## src/rtl/rdo_pkg.sv

```systemverilog
package rdo_pkg;
   localparam int ADDR_W = 5;

   typedef enum logic [1:0] {
      K_NONE = 2'b00,
      K_HDR  = 2'b01,
      K_DAT  = 2'b10,
      K_TRL  = 2'b11
   } kind_t;

   typedef enum logic [1:0] {
      ROLE_SLAVE  = 2'd0,
      ROLE_MASTER = 2'd1,
      ROLE_END    = 2'd2
   } role_t;

   typedef enum logic [2:0] {
      S_IDLE = 3'd0,
      S_WAIT = 3'd1,
      S_SEND = 3'd2,
      S_TAIL = 3'd3,
      S_FWD  = 3'd4
   } chip_st_t;
endpackage

```

## src/rtl/rdo_roles.sv

```systemverilog
module rdo_roles #(
   parameter int N_CHIPS = 6,
   localparam int IW = $clog2(N_CHIPS)
) (
   input  logic [N_CHIPS-1:0] fail_mask,
   output logic [N_CHIPS-1:0] is_master,
   output logic [N_CHIPS-1:0] is_end,
   output logic [IW-1:0]      master_idx,
   output logic               cfg_err
);
   logic got_m;
   logic got_e;

   // lowest working position takes the master role
   always_comb begin
      is_master  = '0;
      master_idx = '0;
      got_m      = 1'b0;
      for (int i = 0; i < N_CHIPS; i++) begin
         if (!fail_mask[i] && !got_m) begin
            is_master[i] = 1'b1;
            master_idx   = IW'(i);
            got_m        = 1'b1;
         end
      end
   end

   // highest working position takes the end role
   always_comb begin
      is_end = '0;
      got_e  = 1'b0;
      for (int i = N_CHIPS - 1; i >= 0; i--) begin
         if (!fail_mask[i] && !got_e) begin
            is_end[i] = 1'b1;
            got_e     = 1'b1;
         end
      end
   end

   // the alternate path skips one chip only
   assign cfg_err = |(fail_mask[N_CHIPS-1:1] & fail_mask[N_CHIPS-2:0]);
endmodule

```

## src/rtl/rdo_chip.sv

```systemverilog
module rdo_chip
   import rdo_pkg::*;
#(
   parameter int HIT_W  = 4,
   parameter int DATA_W = 8,
   parameter int WD_W   = 8,
   localparam int WW    = 2 + ADDR_W + DATA_W
) (
   input  logic              clk,
   input  logic              rst_n,
   input  role_t             role,
   input  logic [ADDR_W-1:0] addr,
   input  logic              trig,
   input  logic [HIT_W-1:0]  hits,
   input  logic [WD_W-1:0]   wd_limit,
   input  logic              tok_in,
   input  logic              din_v,
   input  logic [WW-1:0]     din_w,
   output logic              tok_out,
   output logic              dout_v,
   output logic [WW-1:0]     dout_w,
   output logic              done_o,
   output logic              err_o,
   output logic              idle_o
);
   localparam logic [HIT_W:0]  IDX_ONE = (HIT_W+1)'(1);
   localparam logic [WD_W-1:0] WD_ONE  = WD_W'(1);

   chip_st_t         st;
   logic [HIT_W-1:0] nh;
   logic [HIT_W:0]   idx;
   logic [WD_W-1:0]  wd;
   logic             is_m;
   logic             din_trl;
   logic             wd_hit;

   assign is_m    = (role == ROLE_MASTER);
   assign din_trl = din_v && (din_w[WW-1 -: 2] == K_TRL);
   assign wd_hit  = is_m && (wd_limit != '0) && (wd == wd_limit - WD_ONE);
   assign idle_o  = (st == S_IDLE);

   always_ff @(posedge clk) begin
      if (!rst_n) begin
         st      <= S_IDLE;
         nh      <= '0;
         idx     <= '0;
         wd      <= '0;
         tok_out <= 1'b0;
         dout_v  <= 1'b0;
         dout_w  <= '0;
         done_o  <= 1'b0;
         err_o   <= 1'b0;
      end else begin
         tok_out <= 1'b0;
         dout_v  <= 1'b0;
         done_o  <= 1'b0;
         err_o   <= 1'b0;
         case (st)
            S_IDLE: begin
               if (trig) begin
                  nh  <= hits;
                  idx <= '0;
                  st  <= is_m ? S_SEND : S_WAIT;
               end
            end
            S_WAIT: begin
               if (tok_in) st <= S_SEND;
            end
            S_SEND: begin
               dout_v <= 1'b1;
               if (idx == '0) dout_w <= {K_HDR, addr, DATA_W'(nh)};
               else           dout_w <= {K_DAT, addr, DATA_W'(idx - IDX_ONE)};
               idx <= idx + IDX_ONE;
               if (idx == {1'b0, nh}) begin
                  if (role == ROLE_END) begin
                     st <= S_TAIL;
                  end else begin
                     tok_out <= 1'b1;
                     wd      <= '0;
                     st      <= S_FWD;
                  end
               end
            end
            S_TAIL: begin
               dout_v <= 1'b1;
               dout_w <= {K_TRL, addr, DATA_W'(0)};
               st     <= S_IDLE;
            end
            S_FWD: begin
               if (din_v) begin
                  dout_v <= 1'b1;
                  dout_w <= din_w;
               end
               if (din_trl) begin
                  done_o <= is_m;
                  st     <= S_IDLE;
               end else if (wd_hit) begin
                  dout_v <= 1'b1;
                  dout_w <= {K_TRL, addr, DATA_W'(1)};
                  done_o <= 1'b1;
                  err_o  <= 1'b1;
                  st     <= S_IDLE;
               end else begin
                  wd <= wd + WD_ONE;
               end
            end
            default: st <= S_IDLE;
         endcase
      end
   end
endmodule

```

## src/rtl/rdo_chain.sv

```systemverilog
module rdo_chain
   import rdo_pkg::*;
#(
   parameter int N_CHIPS   = 6,
   parameter int HIT_W     = 4,
   parameter int DATA_W    = 8,
   parameter int WD_W      = 8,
   parameter int ADDR_BASE = 8
) (
   input  logic                        clk,
   input  logic                        rst_n,
   input  logic                        trig,
   input  logic [N_CHIPS*HIT_W-1:0]    hits,
   input  logic [N_CHIPS-1:0]          fail_mask,
   input  logic [WD_W-1:0]             wd_limit,
   output logic                        link_valid,
   output logic [2+ADDR_W+DATA_W-1:0]  link_word,
   output logic                        evt_done,
   output logic                        evt_err,
   output logic                        cfg_err
);
   localparam int WW = 2 + ADDR_W + DATA_W;
   localparam int IW = $clog2(N_CHIPS);

   if (N_CHIPS < 3) begin : g_bad_n
      $error("rdo_chain: N_CHIPS must be at least 3");
   end
   if (DATA_W < HIT_W) begin : g_bad_dw
      $error("rdo_chain: DATA_W must hold a hit count");
   end
   if (ADDR_BASE + N_CHIPS > (1 << ADDR_W)) begin : g_bad_addr
      $error("rdo_chain: addresses exceed the address field");
   end

   logic [N_CHIPS-1:0] is_master, is_end;
   logic [IW-1:0]      master_idx;
   logic [N_CHIPS-1:0] tok_out_w, tok_in_w, dv_w, div_w, done_w, err_w, idle_w, ctrig;
   logic [WW-1:0]      dw_w  [N_CHIPS];
   logic [WW-1:0]      diw_w [N_CHIPS];
   role_t              role_w [N_CHIPS];
   logic               accept;

   rdo_roles #(.N_CHIPS(N_CHIPS)) u_roles (
      .fail_mask  (fail_mask),
      .is_master  (is_master),
      .is_end     (is_end),
      .master_idx (master_idx),
      .cfg_err    (cfg_err)
   );

   assign accept = trig && !cfg_err && (&idle_w);

   for (genvar g = 0; g < N_CHIPS; g++) begin : g_chip
      localparam logic [ADDR_W-1:0] CHIP_ADDR = ADDR_W'(ADDR_BASE + g);

      assign ctrig[g]  = accept && !fail_mask[g];
      assign role_w[g] = is_master[g] ? ROLE_MASTER :
                         (is_end[g] ? ROLE_END : ROLE_SLAVE);

      // token arrives from above: direct neighbour or, around a failed one, the next-but-one
      if (g == 0) begin : g_tok_top
         assign tok_in_w[g] = 1'b0;
      end else if (g == 1) begin : g_tok_one
         assign tok_in_w[g] = tok_out_w[0];
      end else begin : g_tok_alt
         assign tok_in_w[g] = fail_mask[g-1] ? tok_out_w[g-2] : tok_out_w[g-1];
      end

      // data arrives from below by the same rule
      if (g == N_CHIPS - 1) begin : g_dat_bot
         assign div_w[g] = 1'b0;
         assign diw_w[g] = '0;
      end else if (g == N_CHIPS - 2) begin : g_dat_one
         assign div_w[g] = dv_w[g+1];
         assign diw_w[g] = dw_w[g+1];
      end else begin : g_dat_alt
         assign div_w[g] = fail_mask[g+1] ? dv_w[g+2] : dv_w[g+1];
         assign diw_w[g] = fail_mask[g+1] ? dw_w[g+2] : dw_w[g+1];
      end

      rdo_chip #(
         .HIT_W  (HIT_W),
         .DATA_W (DATA_W),
         .WD_W   (WD_W)
      ) u_chip (
         .clk      (clk),
         .rst_n    (rst_n),
         .role     (role_w[g]),
         .addr     (CHIP_ADDR),
         .trig     (ctrig[g]),
         .hits     (hits[g*HIT_W +: HIT_W]),
         .wd_limit (wd_limit),
         .tok_in   (tok_in_w[g]),
         .din_v    (div_w[g]),
         .din_w    (diw_w[g]),
         .tok_out  (tok_out_w[g]),
         .dout_v   (dv_w[g]),
         .dout_w   (dw_w[g]),
         .done_o   (done_w[g]),
         .err_o    (err_w[g]),
         .idle_o   (idle_w[g])
      );
   end

   assign link_valid = dv_w[master_idx];
   assign link_word  = dw_w[master_idx];
   assign evt_done   = done_w[master_idx];
   assign evt_err    = err_w[master_idx];
endmodule

```

## config.mk

```make
export PLATFORM = sky130hd
export DESIGN_NAME = rdo_chain
export DESIGN_NICKNAME = d
export VERILOG_FILES = /design/src/rtl/rdo_pkg.sv /design/src/rtl/rdo_roles.sv /design/src/rtl/rdo_chip.sv /design/src/rtl/rdo_chain.sv
export SDC_FILE = /design/constraint.sdc
export NUM_CORES = 1
export LEC_CHECK = 0
export BUFFER_PORTS_ARGS = -buffer_cell sky130_fd_sc_hd__buf_2
export CORE_MARGIN = 5
export CORE_UTILIZATION = 30
export CTS_CLUSTER_DIAMETER = 100
export DETAILED_ROUTE_END_ITERATION = 10
export PLACE_DENSITY = 0.52
export SLEW_MARGIN = 10
export SYNTH_ARGS = -nofsm -noshare
export SYNTH_HDL_FRONTEND = slang
export SYNTH_SLANG_ARGS = --single-unit
```

## constraint.sdc

```tcl
create_clock -name clk -period 3.22 [get_ports clk]
set_input_delay 0.322 -clock clk [delete_from_list [all_inputs] [get_ports clk]]
set_output_delay 0.322 -clock clk [all_outputs]
set_load 0.005 [all_outputs]
```

==> results of run 1 <==
[state kept, by name, indices dropped and copies added (netlist names)]
signal	cells
g_chip.u_chip.st	18
g_chip.u_chip.tok_out	5
g_chip.u_chip.idx	30
g_chip.u_chip.err_o	6
g_chip.u_chip.nh	24
g_chip.u_chip.wd	48
g_chip.u_chip.done_o	5
g_chip.u_chip.dout_w	84
g_chip.u_chip.dout_v	6
[cell families after synthesis]
| group | Yosys count | synth area share (%) |
|---|---|---|
| buffers and inverters | 157 | 4.49 |
| adders and majority gates | 20 | 1.78 |
| xor gates and xnor gates | 109 | 8.47 |
| and+or+nand+nor | 670 | 23.6 |
| muxes | 118 | 10.1 |
| AOI/OAI and AO/OA | 425 | 19.3 |
| DFF | 226 | 32.2 |
[final timing paths]
check	end	slack, ns	depth (start not counted)	from
max	g_chip[0].u_chip.dout_w[6]$_SDFFE_PN0P_	0.36	10	g_chip[0].u_chip.wd[2]$_SDFFE_PN0P_
min reg2reg	g_chip[5].u_chip.wd[5]$_SDFFE_PN0P_	0.48	2	g_chip[5].u_chip.wd[5]$_SDFFE_PN0P_
max reg2reg	g_chip[0].u_chip.dout_w[6]$_SDFFE_PN0P_	0.36	10	g_chip[0].u_chip.wd[2]$_SDFFE_PN0P_
min	g_chip[1].u_chip.nh[2]$_SDFFE_PN0P_	0.01	3	hits[6]
[final cells by class]
cell class | instances | area, sq um | area share [%]
diodes | 3 | 7.51 | 0.0456
clock buffers | 43 | 836 | 5.08
well taps | 607 | 759 | 4.61
inverters | 48 | 181 | 1.10
flip-flops and latches | 226 | 4520 | 27.5
repair buffers | 169 | 1200 | 7.27
multi-input cells | 1342 | 8910 | 54.2
clock inverters | 5 | 40.0 | 0.243
[synthesized netlist by cell type, types with 20 or more instances]
master and instances:
nand2_1 179, ha_1 20, clkbuf_1 84, nor2_1 182, o21ai_0 98, dfxtp_1 226
nand2b_1 35, nand4_1 38, a21oi_1 138, xor2_1 43, xnor2_1 49, inv_1 48
a211oi_1 22, mux2i_1 84, nand3_1 57, nor3_1 34
[per-layer routing]
| layer | routed length, um | vias to the layer above |
|---|---|---|
| met5 | 0 | - |
| met4 | 1440 | 0 |
| met3 | 2200 | 81 |
| met2 | 21800 | 337 |
| met1 | 21000 | 6364 |
| li1 | - | 6416 |
[cells in the final DEF (no fill, tap or decap), types with 38 or more instances in the layout]
| cell type | count |
|---|---|
| nand2_1 | 179 |
| inv_1 | 47 |
| buf_2 | 59 |
| nand3_1 | 57 |
| buf_4 | 88 |
| nand4_1 | 38 |
| o21ai_0 | 98 |
| xnor2_1 | 49 |
| xor2_1 | 43 |
| mux2i_1 | 84 |
| a21oi_1 | 138 |
| nor2_1 | 182 |
| dfxtp_1 | 226 |
[where the power goes]
| group | total (mW) | switching (mW) | internal, mW |
|---|---|---|---|
| clock network | 3.05 | 1.28 | 1.77 |
| logic | 0.917 | 0.531 | 0.386 |
| registers | 2.96 | 0.0964 | 2.87 |
[worst reg2reg max path, stage by stage (launching register included)]
cell and delay, ns:
dfxtp_1 0.45, xor3_1 0.44, a2111oi_0 0.31, buf_4 0.19
nand4b_1 0.08, or4_1 0.53, a21oi_2 0.17, nand2b_1 0.12
buf_4 0.15, a211oi_1 0.06, o221a_1 0.26
==> summary.txt, run 1 <==
Placement
  • Total instance count after detailed placement: 2372
  • DP Area: 0.0154 sq mm
  • DP HPWL: 34.7 mm
  • Pre-CTS WS: -0.0207 ns
  • Port bufs: 59
  • Placer's final routability congestion estimate: 0.884

Global routing
  • Antenna violations before repair: 4
  • Global routing usage on met1: 24.2%
  • Global route hottest layer: met2
  • Met3 Use GR: 1.68%
  • GRT Total Usage: 17.6%
  • GRT Residual Overflow: 0
  • Vias in the first global route: 12700
  • Global-route track usage on met2: 28.9%
  • Pin count of the biggest net entering global routing: 93
  • Global-route wire length before repair: 72.8 mm

Synthesis
  • Syn nets: 1786
  • Register area share after synthesis: 32.2%
  • Number of synthesized register bits: 226
  • Avg Inst Size Synth: 8.15 sq um
  • Gate Count Post-Synth: 1725
  • Post-synth top area cell: dfxtp_1
  • Top cells by area, synth: dfxtp_1, mux2i_1, a21oi_1
  • Fraction of post-synthesis cell area in the top cell type by area: 32.2%
  • Number of flops mapped to enable cells by yosys: 0
  • Area of the mapped netlist: 0.0141 sq mm
  • Total number of yosys warnings: 0
  • Post-synth ARST share: 0%
  • Synth Flop Type: dfxtp_1
  • Unique masters post-synth: 87

Drt
  • First drt pass iteration count: 5
  • Wire length per cell: 19.0 um
  • DRC marker count from the first detailed-route iteration: 964
  • Final Routed Wirelength: 46.4 mm
  • Vias after detailed routing: 13200
  • # DRC: 0
  • DRT antenna net count: 0
  • Drt via density: 5.40

Timing
  • Final hold viol count: 0
  • Highest clock rate: 350 MHz
  • Count of pins over their slew limit: 0
  • Hold Slack: 0.0140 ns
  • Clock skew: 0.0221 ns
  • Final clock period utilization by the worst path: 88.7%
  • Number of setup violations in the final report: 0
  • RSZ-0062 raised after global routing: no
  • Transition time at the pin with the least slew margin: 0.947 ns
  • Aggregate negative setup slack: 0 ns
  • Least setup slack across all paths after layout: 0.363 ns
  • Final period demand of the worst path: 2.86 ns
  • Worst-case headroom to the max-slew limit: 36.4%

Cells and area
  • Area Overhead vs Synth: 17.1%
  • Final #Nets: 1875
  • Share of layout cells above drive strength 1: 14.2%
  • Final Util: 35.4%
  • Fin area: 0.0165 sq mm
  • Number of non-filler instances in the completed layout: 2443
  • Filler cell count in the final layout: 4824

CTS
  • Post-CTS setup buffer count: 0
  • Level count of the clock H-tree: 1
  • Clock input transition at the sequential cells of the worst setup and hold paths: 0.06 ns
  • Clk Tree Root Cell: clkbuf_16
  • CTS tree: built
  • Clk Latency, worst-skew pair: 0.57 ns
  • Clock buffer count from CTS: 27
  • Number of sinks driven by the clock tree: 226
  • Longest Clk Path Bufs: 3
  • Number of gates given a new drive strength after cts: 0
  • Post-cts hold buffer count: 20

Outcome
  • Run status: finished, final reports clean

Die
  • Floorplan row count: 79
  • Die boundary height: 226 um
  • Core area: 0.0465 sq mm
  • Die area: 0.0513 sq mm
  • Io pins: 60
  • Initial Util: 30.3%
  • Horizontal die dimension: 226 um

Power
  • P per Cell Area: 421 mW/mm^2
  • Worst supply voltage drop on vdd: 0.352 mV
  • Post-layout power: 6.93 mW
  • Static power due to leakage: 6.28 nW

Setup path
  • Most used cell, CP: buf_4
  • Worst Setup End Kind: register
  • Cells traversed along the worst timing path: xor3_1 > a2111oi_0 > buf_4 > nand4b_1 > or4_1 > a21oi_2 > nand2b_1 > buf_4 > a211oi_1 > o221a_1
  • Maximum fanout along the worst path: 8
  • Critical path startpoint category: register
  • Required time at the endpoint of the critical path: 3.69 ns
  • Arrival time at the worst endpoint: 3.32 ns
  • Slowest cell delay on critical path: 0.53 ns
  • Bufs and invs on worst path: 2
  • Type of the worst setup path: reg -> reg
  • Cell with the largest stage delay on the worst path: or4_1
  • Cell class contributing the biggest share of worst-path delay: compound AO/OA/AOI/OAI gates

Hold path
  • Tightest Hold Check Type: in -> reg

Run
  • Maxcap violations: 0
Note: power is estimated with default switching activity, not from simulation.
==> run 2, diff against run 1 <==
- CORE_UTILIZATION: 30 -> 57
- PLACE_DENSITY: 0.52 -> 0.84
==> run 2 against run 1 <==
  * Utilization increased by 29 points
  * Final area fell by 4.1%
  * Clock power down 4%
  * Setup slack got worse by 0.11 ns
==> summary.txt, run 2 (synthesis gave the netlist of run 1 again) <==
Die
  • Horizontal die dimension: 167 um (-26%)
  • Core area: 0.0243 sq mm (-48%)
  • Floorplan row count: 57 (-28%)
  • Die boundary height: 167 um (-26%)
  • Die area: 0.0279 sq mm (-46%)
  • Io pins: 60 (unchanged)
  • Initial Util: 57.8% (+28 points)

CTS
  • Level count of the clock H-tree: 1 (unchanged)
  • Clk Latency, worst-skew pair: 0.54 ns (-0.03 ns)
  • Clk Tree Root Cell: clkbuf_16
  • Clock input transition at the sequential cells of the worst setup and hold paths: 0.05 ns (about the same)
  • Longest Clk Path Bufs: 3 (unchanged)
  • CTS tree: built
  • Number of sinks driven by the clock tree: 226 (unchanged)
  • Clock buffer count from CTS: 26 (-3.7%)
  • Post-CTS setup buffer count: 0 (unchanged)
  • Post-cts hold buffer count: 0 (-100%)
  • Number of gates given a new drive strength after cts: 0 (unchanged)

Setup path
  • Worst Setup End Kind: output port
  • Maximum fanout along the worst path: 19 (+11)
  • CP Depth: 10 (unchanged)
  • Bufs and invs on worst path: 4 (+2)
  • Cells traversed along the worst timing path: buf_2 > buf_4 > nand2b_1 > nand2_1 > nand2_1 > a21boi_4 > buf_4 > mux4_2 > a22o_1 > buf_2
  • Slowest cell delay on critical path: 0.45 ns (-0.08 ns)
  • Critical path startpoint category: input pin
  • Required time at the endpoint of the critical path: 2.90 ns (-0.79 ns)
  • Arrival time at the worst endpoint: 2.64 ns (-0.68 ns)
  • Cell with the largest stage delay on the worst path: a21boi_4
  • Type of the worst setup path: in -> out
  • R2R depth: 8 (-2)
  • Cell class contributing the biggest share of worst-path delay: buffers and inverters

Cells and area
  • Registers with the most flip-flops: g_chip.u_chip.dout_w: 84 flops, g_chip.u_chip.wd: 48 flops, g_chip.u_chip.idx: 30 flops
  • Area Overhead vs Synth: 12.2%
  • Most frequent standard cell in the layout excluding fill and tap cells: dfxtp_1
  • Share of layout cells above drive strength 1: 13.8% (-0.48 points)
  • Commonest non-fill, non-tap cells in the layout: dfxtp_1, nor2_1, nand2_1
  • Number of non-filler instances in the completed layout: 2127 (-13%)
  • Max FFs per register: 84 (unchanged)
  • Fin area: 0.0158 sq mm (-4.1%)
  • Final #Nets: 1845 (-1.6%)
  • Register with the most flip-flops: g_chip.u_chip.dout_w
  • Final Util: 64.9% (+29 points)

Drt
  • DRT antenna net count: 0 (unchanged)
  • Vias after detailed routing: 13600 (+3.2%)
  • DRC marker count from the first detailed-route iteration: 1744 (+81%)
  • Wire length per cell: 19.7 um (+4.0%)
  • Final Routed Wirelength: 42.0 mm (-9.5%)
  • Drt via density: 6.40 (+19%)
  • First drt pass iteration count: 6 (+1)
  • # DRC: 0 (unchanged)

Timing
  • RSZ-0062 raised after global routing: no
  • Worst-case headroom to the max-slew limit: 19.3% (-17 points)
  • Final period demand of the worst path: 2.97 ns (+0.110 ns)
  • Number of setup violations in the final report: 0 (unchanged)
  • Final clock period utilization by the worst path: 92.1% (+3.4 points)
  • Count of pins over their slew limit: 0 (unchanged)
  • Transition time at the pin with the least slew margin: 1.19 ns (+0.246 ns)
  • Highest clock rate: 337 MHz (-3.7%)
  • Clock skew: 0.0141 ns (-0.00800 ns)
  • Final hold viol count: 0 (unchanged)

Hold path
  • Tightest Hold Check Type: in -> reg
  • Hold path cells: 3 (unchanged)

Placement
  • Total instance count after detailed placement: 2080 (-12%)
  • Placer's final routability congestion estimate: 0.976 (+10%)
  • Port bufs: 59 (unchanged)
  • DP HPWL: 30.8 mm (-11%)
  • DP Area: 0.0149 sq mm (-2.9%)

Global routing
  • Vias in the first global route: 12900 (+1.8%)
  • Global-route wire length before repair: 67.5 mm (-7.3%)
  • Antenna violations before repair: 1 (-3)
  • Pin count of the biggest net entering global routing: 58 (-38%)
  • GRT Total Usage: 28.9% (+11 points)
  • GRT Residual Overflow: 0 (unchanged)

Power
  • Worst supply voltage drop on vdd: 0.524 mV (+49%)
  • P per Cell Area: 431 mW/mm^2 (+2.3%)
  • Static power due to leakage: 6.12 nW (-2.5%)

Run
  • Maxcap violations: 0 (unchanged)

Outcome
  • Run status: finished, final reports clean
==> run 2: per-stage QoR <==
step                power (mW)  hold slack [ns]  worst slack (ns)  setup TNS (ns)
floorplan                 3.60            0.422           0.00373               0
global placement          3.85            0.447           -0.0828          -0.361
detailed placement        3.87            0.455           -0.0511          -0.184
CTS                       6.78          0.00815             0.292               0
global route              7.02           0.0324             0.134               0
finish                    6.79           0.0219             0.253               0
==> run 2: power breakdown <==
part | internal, mW | switching (mW)
clock network | 1.78 | 1.17
registers | 2.87 | 0.103
logic | 0.358 | 0.521
==> run 2: final cells by class <==
cell class | count | area [sq um]
diodes | 1 | 2.50
clock buffers | 39 | 761
clock inverters | 7 | 85.1
fillers | 1986 | 8540
inverters | 48 | 181
multi-input cells | 1342 | 8910
flip-flops and latches | 226 | 4520
well taps | 324 | 405
repair buffers | 140 | 903
==> run 2: worst paths after layout <==
kind	startpoint	endpoint	slack, ns
worst min-delay path	hits[14]	g_chip[3].u_chip.nh[2]$_SDFFE_PN0P_	0.02
worst min register to register	g_chip[0].u_chip.dout_w[11]$_SDFFE_PN0P_	g_chip[0].u_chip.dout_w[11]$_SDFFE_PN0P_	0.47
worst max-delay path	fail_mask[4]	link_word[12]	0.25
worst max register to register	g_chip[3].u_chip.st[2]$_SDFFE_PN0P_	g_chip[5].u_chip.wd[5]$_SDFFE_PN0P_	0.26
==> run 2: worst register-to-register path, cell delays in order, from the launching register on <==
cell and delay, ns:
dfxtp_1 0.41, nor4_1 0.31, nand3_1 0.11, or4_4 0.54
or3_1 0.47, a21oi_4 0.31, nand2_4 0.07, or4_1 0.50
a21oi_1 0.15
==> run 2: metal layers <==
metal	vias up	GRT usage (%)	routed length, um
met5	-	0	0
met4	0	10.5	1670
met3	138	4.91	3820
met2	726	47.2	19200
met1	6407	38.7	17300
li1	6347	-	-
==> run 3, diff against run 2 <==
- CTS_BUF_LIST: default -> sky130_fd_sc_hd__clkbuf_16
==> run 3 against run 2 <==
  * Utilization fell by 0.16 points
  * Cell count unchanged
  * Via count rose by 0.38%
  * Sequential cell count is the same
  * Count of clock-buffer cells in the layout fell by 12
  * Critical path depth unchanged
  * Final area decreased by 0.25%
  * Routed wire length grew 0.23%
  * Critical path type unchanged
  * Critical endpoint unchanged
  * Largest cell class unchanged
==> summary.txt, run 3 (synthesis gave the netlist of run 1 again) <==
Outcome
  • Run status: finished, final reports clean

Setup path
  • End point of the critical path: link_word[12]
  • Critical path startpoint category: input pin
  • RR Startpoint: g_chip[0].u_chip.st[2]$_SDFFE_PN0P_
  • Cells traversed along the worst timing path: buf_2 > buf_4 > nand2b_1 > nand2_1 > nand2_1 > a21boi_4 > buf_4 > mux4_2 > a22o_1 > buf_2
  • R2R depth: 7 (-1)
  • Required time at the endpoint of the critical path: 2.90 ns (about the same)
  • Cell with the largest stage delay on the worst path: a21boi_4
  • Arrival time at the worst endpoint: 2.66 ns (+0.02 ns)
  • Reg-to-reg setup timing slack: 0.26 ns (about the same)
  • Maximum fanout along the worst path: 19 (unchanged)
  • Cell class contributing the biggest share of worst-path delay: buffers and inverters
  • CP Depth: 10 (unchanged)
  • Worst Setup End Kind: output port
  • Type of the worst setup path: in -> out
  • Endpoint of the worst register-to-register path: g_chip[5].u_chip.wd[5]$_SDFFE_PN0P_
  • Bufs and invs on worst path: 4 (unchanged)
  • Crit. Startpoint: fail_mask[4]
  • Slowest cell delay on critical path: 0.47 ns (+0.02 ns)

Hold path
  • Tightest Hold Check Type: in -> reg

Drt
  • DRC marker count from the first detailed-route iteration: 1688 (-3.2%)
  • # DRC: 0 (unchanged)
  • Drt via density: 6.43 (+0.38%)
  • DRT antenna net count: 0 (unchanged)
  • First drt pass iteration count: 6 (unchanged)
  • Wire length per cell: 19.8 um (+0.23%)
  • Vias after detailed routing: 13700 (+0.38%)
  • Final Routed Wirelength: 42.1 mm (+0.23%)

CTS
  • Clk Tree Root Cell: clkbuf_16
  • Level count of the clock H-tree: 1 (unchanged)
  • Post-cts hold buffer count: 0 (unchanged)
  • Clock buffer count from CTS: 26 (unchanged)
  • Number of gates given a new drive strength after cts: 0 (unchanged)
  • Clk Latency, worst-skew pair: 0.54 ns (about the same)
  • CTS tree: built
  • Longest Clk Path Bufs: 3 (unchanged)
  • Clock input transition at the sequential cells of the worst setup and hold paths: 0.05 ns (about the same)
  • Number of sinks driven by the clock tree: 226 (unchanged)
  • Post-CTS setup buffer count: 0 (unchanged)

Timing
  • Final hold viol count: 0 (unchanged)
  • Clock skew: 0.0207 ns (+0.00658 ns)
  • Worst-case headroom to the max-slew limit: 21.0% (+1.7 points)
  • Final period demand of the worst path: 2.98 ns (+0.0171 ns)
  • Transition time at the pin with the least slew margin: 1.17 ns (-0.0249 ns)
  • Final clock period utilization by the worst path: 92.7% (+0.53 points)
  • RSZ-0062 raised after global routing: no
  • Number of setup violations in the final report: 0 (unchanged)
  • Count of pins over their slew limit: 0 (unchanged)
  • Highest clock rate: 335 MHz (-0.57%)
  • Least setup slack across all paths after layout: 0.236 ns (-0.0171 ns)

Placement
  • Pre-CTS WS: -0.0511 ns (unchanged)
  • Total instance count after detailed placement: 2080 (unchanged)
  • Port bufs: 59 (unchanged)
  • Placer's final routability congestion estimate: 0.976 (unchanged)
  • DP Area: 0.0149 sq mm (unchanged)
  • DP HPWL: 30.8 mm (unchanged)

Power
  • Sequential Power Share: 44.6% (+0.9 points)
  • Combinational fraction of design power: 13.2% (+0.3 points)
  • Sw Pwr: 1.78 mW (-0.49%)
  • Internal power summed over all cells: 4.88 mW (-2.4%)
  • Clock network fraction of design power: 42.2% (-1.1 points)
  • P per Cell Area: 423 mW/mm^2 (-1.7%)
  • Switching Fraction: 26.7% (+0.38 points)
  • Worst supply voltage drop on vdd: 0.525 mV (+0.12%)
  • Static power due to leakage: 6.13 nW (+0.17%)
  • Post-layout power: 6.66 mW (-1.9%)

Global routing
  • Antenna violations before repair: 1 (unchanged)
  • Global routing usage on met1: 38.6% (-0.095 points)
  • GRT Total Usage: 28.9% (+0.054 points)
  • GRT Residual Overflow: 0 (unchanged)
  • Global route hottest layer: met2
  • Pin count of the biggest net entering global routing: 58 (unchanged)
  • Met3 Use GR: 4.76% (-0.14 points)
  • Global-route wire length before repair: 67.6 mm (about the same)
  • Vias in the first global route: 12900 (+0.14%)
  • Global-route track usage on met2: 47.1% (-0.070 points)

Die
  • Die area: 0.0279 sq mm (unchanged)
  • Initial Util: 57.8% (unchanged)
  • Floorplan row count: 57 (unchanged)
  • Horizontal die dimension: 167 um (unchanged)
  • Io pins: 60 (unchanged)
  • Core area: 0.0243 sq mm (unchanged)
  • Die boundary height: 167 um (unchanged)

Cells and area
  • Most frequent standard cell in the layout excluding fill and tap cells: dfxtp_1
  • Share of layout cells above drive strength 1: 13.5% (-0.22 points)
  • Register with the most flip-flops: g_chip.u_chip.dout_w
  • Registers with the most flip-flops: g_chip.u_chip.dout_w: 84 flops, g_chip.u_chip.wd: 48 flops, g_chip.u_chip.idx: 30 flops
  • Final Util: 64.7% (-0.16 points)
  • Area Overhead vs Synth: 11.9%
  • Fin area: 0.0157 sq mm (-0.25%)
  • Final #Nets: 1845 (unchanged)
  • Number of non-filler instances in the completed layout: 2127 (unchanged)
  • Commonest non-fill, non-tap cells in the layout: dfxtp_1, nor2_1, nand2_1
  • Filler cell count in the final layout: 1995 (+0.45%)
  • Max FFs per register: 84 (unchanged)

Run
  • Maxcap violations: 0 (unchanged)
[run 3: cell count changes in the layout (fill, tap and decap cells not counted)]
cell      before  now
clkbuf_1       8    0
clkbuf_8       4    0
clkinv_1       0    4
inv_1         47   55
[run 3: worst reg2reg max path, cell delays in order, from the launching register on]
cell and delay (ns):
dfxtp_1 0.33, or3_1 0.51, or4_4 0.54, or3_1 0.47, a21oi_4 0.32, nand2_4 0.07, or4_1 0.50, a21oi_1 0.15
[run 3: layout make-up]
type,count,area [sq um],share of cell area [%]
Clock buffer,27,676,4.29
Sequential cell,226,4520,28.7
Tap cell,324,405,2.58
Clock inverter,19,130,0.827
Multi-Input combinational cell,1342,8910,56.6
Inverter,48,181,1.15
Antenna cell,1,2.50,0.0159
Timing Repair Buffer,140,903,5.74
[run 3: worst min path at each step]
| stage | from | endpoint | cells after the start |
|---|---|---|---|
| global placement | g_chip[0].u_chip.dout_w[11]$_SDFFE_PN0P_ | g_chip[0].u_chip.dout_w[11]$_SDFFE_PN0P_ | 2 |
| detailed placement | g_chip[0].u_chip.dout_w[11]$_SDFFE_PN0P_ | g_chip[0].u_chip.dout_w[11]$_SDFFE_PN0P_ | 2 |
| CTS | hits[14] | g_chip[3].u_chip.nh[2]$_SDFFE_PN0P_ | 3 |
| floorplan | g_chip[0].u_chip.dout_w[11]$_SDFFE_PN0P_ | g_chip[0].u_chip.dout_w[11]$_SDFFE_PN0P_ | 2 |
| finish | hits[14] | g_chip[3].u_chip.nh[2]$_SDFFE_PN0P_ | 3 |
| global route | hits[20] | g_chip[5].u_chip.nh[0]$_SDFFE_PN0P_ | 3 |
[run 3: power groups by stage]
| stage | Combinational (mW) | Sequential, mW | Clock, mW |
|---|---|---|---|
| 3_5_place_dp | 0.849 | 3.02 | 0 |
| 5_1_grt | 0.947 | 2.98 | 2.97 |
| 2_1_floorplan | 0.612 | 2.98 | 0 |
| 6_report | 0.880 | 2.97 | 2.81 |
| 3_3_place_gp | 0.832 | 3.02 | 0 |
| 4_1_cts | 0.857 | 2.96 | 2.84 |
[run 3: per-layer routing]
layer  vias up  share of wire, %
met3       178               9.0
met4         0               5.0
met2       760                45
met1      6379                41
met5         -                 0
li1       6353                 -
[run 3: metrics by stage]
step / TNS, ns / hold WS, ns
2_1_floorplan: 0 / 0.422
3_3_place_gp: -0.361 / 0.447
3_5_place_dp: -0.184 / 0.455
4_1_cts: 0 / 0.00538
5_1_grt: 0 / 0.0299
6_report: 0 / 0.0175
